## config.mk

```make
export PLATFORM = sky130hd
export DESIGN_NAME = tof_genlock
export DESIGN_NICKNAME = d
export VERILOG_FILES = /design/src/rtl/tof_pkg.sv /design/src/rtl/tof_edge_det.sv /design/src/rtl/tof_align_ctrl.sv /design/src/rtl/tof_frame_cnt.sv /design/src/rtl/tof_genlock.sv
export SDC_FILE = /design/constraint.sdc
export NUM_CORES = 1
export LEC_CHECK = 0
export ABC_AREA = 1
export ABC_CLOCK_PERIOD_IN_PS = 1850
export CAP_MARGIN = 10
export CORE_MARGIN = 4
export CORE_UTILIZATION = 39
export CTS_BUF_LIST = sky130_fd_sc_hd__clkbuf_2 sky130_fd_sc_hd__clkbuf_4 sky130_fd_sc_hd__clkbuf_8
export CTS_CLUSTER_DIAMETER = 30
export DETAILED_ROUTE_END_ITERATION = 8
export PLACE_DENSITY_LB_ADDON = 0.25
export RECOVER_POWER = 25
export SLEW_MARGIN = 40
export SYNTH_ARGS = -nofsm -noshare
export SYNTH_HDL_FRONTEND = slang
export SYNTH_SLANG_ARGS = --single-unit
```

## constraint.sdc

```tcl
create_clock -name clk -period 1.85 [get_ports clk]
set_input_delay 0.37 -clock clk [delete_from_list [all_inputs] [get_ports clk]]
set_output_delay 0.37 -clock clk [all_outputs]
set_load 0.02 [all_outputs]
```

## src/rtl/tof_pkg.sv

```systemverilog
package tof_pkg;
  typedef enum logic {
    ARM_IDLE = 1'b0,
    ARM_SET  = 1'b1
  } arm_state_t;

  localparam int unsigned EDGE_INIT = 0;
  localparam int unsigned EDGE_VS   = 1;
  localparam int unsigned EDGE_HS   = 2;
  localparam int unsigned EDGE_NUM  = 3;
endpackage

```

## src/rtl/tof_edge_det.sv

```systemverilog
module tof_edge_det #(
  parameter int unsigned N = 3
) (
  input  logic         clk,
  input  logic         rst_n,
  input  logic [N-1:0] sig_i,
  output logic [N-1:0] rise_o
);
  logic [N-1:0] sig_q;

  // Previous values reset to 1 so a level held through reset is not an edge.
  for (genvar g = 0; g < N; g++) begin : g_bit
    always_ff @(posedge clk or negedge rst_n) begin
      if (!rst_n) sig_q[g] <= 1'b1;
      else        sig_q[g] <= sig_i[g];
    end
    assign rise_o[g] = sig_i[g] & ~sig_q[g];
  end
endmodule

```

## src/rtl/tof_align_ctrl.sv

```systemverilog
module tof_align_ctrl
  import tof_pkg::*;
(
  input  logic clk,
  input  logic rst_n,
  input  logic init_rise_i,
  input  logic frame_start_i,
  input  logic align_en_i,
  input  logic ref_valid_i,
  input  logic fmt_ok_i,
  output logic align_load_o
);
  arm_state_t arm_q, arm_d;

  // Once armed, the state holds while enable stays set: the block realigns
  // at every reference frame start until enable drops.
  always_comb begin
    arm_d = arm_q;
    if (!align_en_i)                   arm_d = ARM_IDLE;
    else if (init_rise_i && fmt_ok_i)  arm_d = ARM_SET;
  end

  always_ff @(posedge clk or negedge rst_n) begin
    if (!rst_n) arm_q <= ARM_IDLE;
    else        arm_q <= arm_d;
  end

  assign align_load_o = frame_start_i && (arm_q == ARM_SET) && align_en_i && ref_valid_i;

  // dropping the enable disarms on the next cycle
  p_disarm_r7: assert property (@(posedge clk) disable iff (!rst_n)
    !align_en_i |=> (arm_q == ARM_IDLE));
  // an honoured init edge arms
  p_arm_r5: assert property (@(posedge clk) disable iff (!rst_n)
    (align_en_i && init_rise_i && fmt_ok_i) |=> (arm_q == ARM_SET));
  // invalid format never arms from idle
  p_fmt_gate_r10: assert property (@(posedge clk) disable iff (!rst_n)
    (arm_q == ARM_IDLE && !fmt_ok_i) |=> (arm_q == ARM_IDLE));
endmodule

```

## src/rtl/tof_frame_cnt.sv

```systemverilog
module tof_frame_cnt #(
  parameter int unsigned PIX_W  = 12,
  parameter int unsigned LINE_W = 11
) (
  input  logic              clk,
  input  logic              rst_n,
  input  logic [PIX_W-1:0]  ppl_i,
  input  logic [LINE_W-1:0] lpf_i,
  input  logic [LINE_W-1:0] ofs_i,
  input  logic              align_load_i,
  output logic              tof_o
);
  localparam logic [PIX_W-1:0]  PIX_ONE  = PIX_W'(1);
  localparam logic [LINE_W-1:0] LINE_ONE = LINE_W'(1);

  logic [PIX_W-1:0]  pix_q, pix_d, ppl_eff;
  logic [LINE_W-1:0] line_q, line_d, lpf_eff, ofs_eff, load_line;
  logic              pix_wrap, line_wrap, tof_q;

  assign ppl_eff   = (ppl_i == '0) ? PIX_ONE : ppl_i;
  assign lpf_eff   = (lpf_i == '0) ? LINE_ONE : lpf_i;
  assign ofs_eff   = (ofs_i >= lpf_eff) ? '0 : ofs_i;
  assign load_line = (ofs_eff == '0) ? '0 : (lpf_eff - ofs_eff);
  assign pix_wrap  = (pix_q >= ppl_eff - PIX_ONE);
  assign line_wrap = (line_q >= lpf_eff - LINE_ONE);

  always_comb begin
    pix_d  = pix_q + PIX_ONE;
    line_d = line_q;
    if (align_load_i) begin
      pix_d  = '0;
      line_d = load_line;
    end else if (pix_wrap) begin
      pix_d  = '0;
      line_d = line_wrap ? '0 : (line_q + LINE_ONE);
    end
  end

  always_ff @(posedge clk or negedge rst_n) begin
    if (!rst_n) begin
      pix_q  <= '0;
      line_q <= '0;
      tof_q  <= 1'b0;
    end else begin
      pix_q  <= pix_d;
      line_q <= line_d;
      tof_q  <= (pix_d == '0) && (line_d == '0);
    end
  end

  assign tof_o = tof_q;

  // pixel counter returns to zero after its terminal count
  p_pix_wrap_r2: assert property (@(posedge clk) disable iff (!rst_n)
    (pix_wrap && !align_load_i) |=> (pix_q == '0));
  // strobe lasts one cycle when a line holds more than one pixel
  p_tof_width_r2: assert property (@(posedge clk) disable iff (!rst_n)
    (tof_q && ppl_i > PIX_ONE && !align_load_i) |=> !tof_q);
  // zero pixel count behaves as one
  p_zero_term_r3: assert property (@(posedge clk) disable iff (!rst_n)
    (ppl_i == '0 && !align_load_i) |=> (pix_q == '0));
  // alignment loads pixel zero and the offset line
  p_load_r6: assert property (@(posedge clk) disable iff (!rst_n)
    align_load_i |=> (pix_q == '0 && line_q == $past(load_line)));
endmodule

```

## src/rtl/tof_genlock.sv

```systemverilog
module tof_genlock
  import tof_pkg::*;
#(
  parameter int unsigned PIX_W  = 12,
  parameter int unsigned LINE_W = 11
) (
  input  logic              clk,
  input  logic              rst_n,
  input  logic              ref_hs,
  input  logic              ref_vs,
  input  logic [PIX_W-1:0]  cfg_ppl,
  input  logic [LINE_W-1:0] cfg_lpf,
  input  logic [LINE_W-1:0] cfg_line_ofs,
  input  logic              cfg_align_en,
  input  logic              cfg_init,
  input  logic              cfg_hiz,
  input  logic              st_ref_valid,
  input  logic              st_lock_a,
  input  logic              st_lock_b,
  output logic              tof_o,
  output logic              tof_oe,
  output logic              alarm_no_ref,
  output logic              alarm_no_lock
);
  logic [EDGE_NUM-1:0] edge_in, edge_rise;
  logic frame_start, fmt_ok, align_load;

  always_comb begin
    edge_in            = '0;
    edge_in[EDGE_INIT] = cfg_init;
    edge_in[EDGE_VS]   = ref_vs;
    edge_in[EDGE_HS]   = ref_hs;
  end

  tof_edge_det #(.N(EDGE_NUM)) u_edges (
    .clk    (clk),
    .rst_n  (rst_n),
    .sig_i  (edge_in),
    .rise_o (edge_rise)
  );

  assign frame_start = edge_rise[EDGE_VS] & edge_rise[EDGE_HS];
  assign fmt_ok      = (cfg_ppl != '0) && (cfg_lpf != '0);

  tof_align_ctrl u_ctrl (
    .clk           (clk),
    .rst_n         (rst_n),
    .init_rise_i   (edge_rise[EDGE_INIT]),
    .frame_start_i (frame_start),
    .align_en_i    (cfg_align_en),
    .ref_valid_i   (st_ref_valid),
    .fmt_ok_i      (fmt_ok),
    .align_load_o  (align_load)
  );

  tof_frame_cnt #(.PIX_W(PIX_W), .LINE_W(LINE_W)) u_cnt (
    .clk          (clk),
    .rst_n        (rst_n),
    .ppl_i        (cfg_ppl),
    .lpf_i        (cfg_lpf),
    .ofs_i        (cfg_line_ofs),
    .align_load_i (align_load),
    .tof_o        (tof_o)
  );

  assign tof_oe        = ~cfg_hiz;
  assign alarm_no_ref  = ~st_ref_valid;
  assign alarm_no_lock = ~(st_ref_valid & st_lock_a & st_lock_b);

  // a frame start needs both sync inputs high
  p_frame_start_r4: assert property (@(posedge clk) disable iff (!rst_n)
    frame_start |-> (ref_hs && ref_vs));
  // no alignment without a valid reference
  p_align_ref_r8: assert property (@(posedge clk) disable iff (!rst_n)
    align_load |-> st_ref_valid);
endmodule

```

==> impl_results.md <==
* CP max stage cell: nor4_4
* Final WS setup at -1.48 ns
* Most frequent cells in the layout: 149 x buf_4, 97 x nand2_1, 65 x inv_1
* Htree depth at 1
* Num rows at 34
* Cell total after placement at 830
* Non-Filler Instances at around 860
* Hold path cells at 2
* NumNets Final at 850
* Outcome: complete, but fails checks
* Worst slew margin at 0.510
* DR pass1 iterations at 4
* Top_reg_cell synth: dfrtp_1
* # IOs at 48
* Setup crit end kind: flip-flop
* Largest cells by area after synthesis: dfrtp_1 17%, ha_1 17%, nand2_1 14%
* Max_cap viols at 0
* WP data arrival at between 3 and 4 ns
* Post-route minimum period at around 3.3 ns
* Reg2reg path depth at 14
* Total gr overflow at 0
* Final Wtd Congestion at around 0.91
* Max Freq at roughly 300 MHz
* Area leader, netlist: dfrtp_1
* Syn Inst Count at 547
* Synth warn at 0
* Final setup fails at 24
* Drt drc at 0
* Layout area overhead at 75.8%
* Required @ worst endpoint at between 2 and 2.5 ns
* Crit share post-route at 1.80
* Pwr per Cell Area at around 850 nW/um^2
* Leakage power at 3.21 nW
* Worst-path maximum fanout at 7
* Core area at approximately 8800 um^2
* Chip Width at 104 um
* Clock Sinks at 28
* Dpl ws at -2.17 ns
* Die span in y at between 100 and 150 um
* Startpoint class of the critical path: input pin
* DIE AREA at ~11000 um^2
* Post-synthesis sequential area ratio at 0.196
* Layout fillers at approximately 680
* Reg clk slew, reported paths at around 0.10 ns
* Async SR Flop Fraction at 1.00
* EDFF count, synth at 0
* Crit path kind: input pin to flip-flop
* First-pass GRT wire length at between 20 and 25 mm
* Largest net degree at the start of global routing at 29
* Layout cells sized above 1 at 0.464
* RSZ-0062 raised after global routing: true
* Worst-Margin Slew at ~0.74 ns
* Wirelength per Cell at between 15 and 20 um
* Fin. max-slew vios at 0
* Synthesized area per cell at 6.58 um^2
* Failing checks: setup timing
* Slowest stage delay, CP at roughly 0.33 ns
* Mapped cell area at between 3000 and 4000 um^2
* Syn Nets at 640
* # diodes at 0
* Global Route Usage Sum at 0.235
* Vias/cell at around 5.1
* Hold/Removal Path Class: flip-flop to flip-flop
* Clock latency on the worst-skew pair at a little under 0.3 ns
* Final wirelength at 13.3 mm
* Final hold vios at 0
* Vias in the first global route at roughly 4700
* Max IR drop VDD at ~510 uV
* Initial Util at 0.407
* Critical path, cell by cell: buf_6 > or2_4 > nor4_4 > inv_2 > nand2_2 > inv_2 > ha_4 > nand3_4 > buf_4 > xor2_1 > ha_1 > nand2_2 > inv_2 > nand2_2 > nand2_2 > a21oi_4 > nand3_4 > buf_12 > nor2_4 > inv_4 > buf_4 > buf_6 > buf_8 > nor3_2
* Clk buf depth at 2
* Commonest non-fill, non-tap cell in the layout: buf_4
* Clk_skew at around 0.0094 ns
* CTS tree: done
* Initial antenna violation count at 0
* Via count at 4420
* Port Buffer Count at 47
* CTS root buf: clkbuf_8
* Most used cell, CP: nand2_2
* CTS Buf Count at 3
* HPWL reported at the end of detailed placement at ~10 mm
* Yosys cell types at 38
* Synth top area share at 0.174
* Number of synthesized register bits at 28
* ANT nets after route at 0
* Iteration-0 DRC Markers at 196
-- per-layer routing --
layer / track usage / up-vias / wire length, um
li1: - / 2203 / -
met1: 0.282 / 2094 / 5520
met2: 0.435 / 93 / 6930
met3: 0.0279 / 30 / 435
met4: 0.0750 / 0 / 379
met5: 0 / - / 0
-- path summary, 6_finish.rpt --
kind / slack [ns] / startpoint / endpoint
min in group asynchronous: 0.65 / rst_n / u_cnt.pix_q[9]
worst min-delay path: 0.53 / u_ctrl.arm_q / u_ctrl.arm_q
worst max register to register: -0.47 / u_cnt.pix_q[7] / u_cnt.pix_q[2]
worst max-delay path: -1.48 / cfg_ppl[7] / u_cnt.pix_q[2]
worst min register to register: 0.53 / u_ctrl.arm_q / u_ctrl.arm_q
max in group asynchronous: 0.72 / rst_n / u_cnt.line_q[6]
-- sequential cells by signal (all words and copies together) (netlist names) --
signal and flops:
u_cnt.pix_q 12, u_edges.sig_q 3, u_ctrl.arm_q 1, u_cnt.line_q 11, u_cnt.tof_o 1
-- power by group --
| group | switching (W) | internal [W] |
|---|---|---|
| Clock | 0.000223 | 0.000290 |
| Sequential | 0.000176 | 0.000827 |
| Combinational | 0.00200 | 0.00184 |
-- per-stage QoR --
stage               area [um^2]  total power (W)  hold WS [ns]  utilization  setup TNS (ns)
CTS                        6010          0.00483         0.467        0.679          -27.64
finish                     6320          0.00536         0.527        0.715          -29.22
global placement           5430          0.00392         0.514        0.614          -41.09
global route               6320          0.00577         0.541        0.715          -33.08
floorplan                  3810          0.00264        0.0744            -          -19.50
detailed placement         5430          0.00402         0.518        0.614          -44.00
-- what timing repair did --
item                                    4_1_cts  5_1_grt
gates resized for setup                     139       99
endpoints found under the setup margin       26       25
buffers inserted                             32       17
pin swaps                                    71       47
cloned                                        2        0
hold buffers                                  0        0
-- cell type report --
type	instances	area (um^2)	area share
clock inverters	1	30.0	0.00475
well taps	108	135	0.0214
repair buffers	217	1820	0.288
flip-flops and latches	28	704	0.111
inverters	87	340	0.0538
clock buffers	3	41.3	0.00653
multi-input cells	420	3250	0.514
-- logic make-up after synthesis --
logic type               share of synthesized area
AO/OA/AOI/OAI                               0.0862
XOR/XNOR                                    0.0657
adder cells (fa/ha/maj)                      0.172
buffers and inverters                        0.112
flip-flops                                   0.196
AND/OR/NAND/NOR                              0.368
-- Yosys cell counts, types with 4 or more instances --
master,n
o21bai_1,4
a21oi_1,24
nor2_2,5
xor2_1,21
nand3b_1,8
nor2_1,59
xnor2_1,6
nand3_2,4
nor3_1,13
clkbuf_1,9
inv_2,7
dfrtp_1,25
nand3_1,50
inv_1,78
a21o_1,4
nand4_1,12
o21ai_0,8
ha_1,48
nand2_1,132
-- critical path, delay by kind of cell --
kind / cells / cell delay, ns
buf+inv: 10 / 1.01
xor+xnor: 1 / 0.17
compound gates: 1 / 0.16
simple gates: 10 / 1.40
fa+ha+maj: 2 / 0.42
No activity file was read; power rests on OpenSTA's default activity.
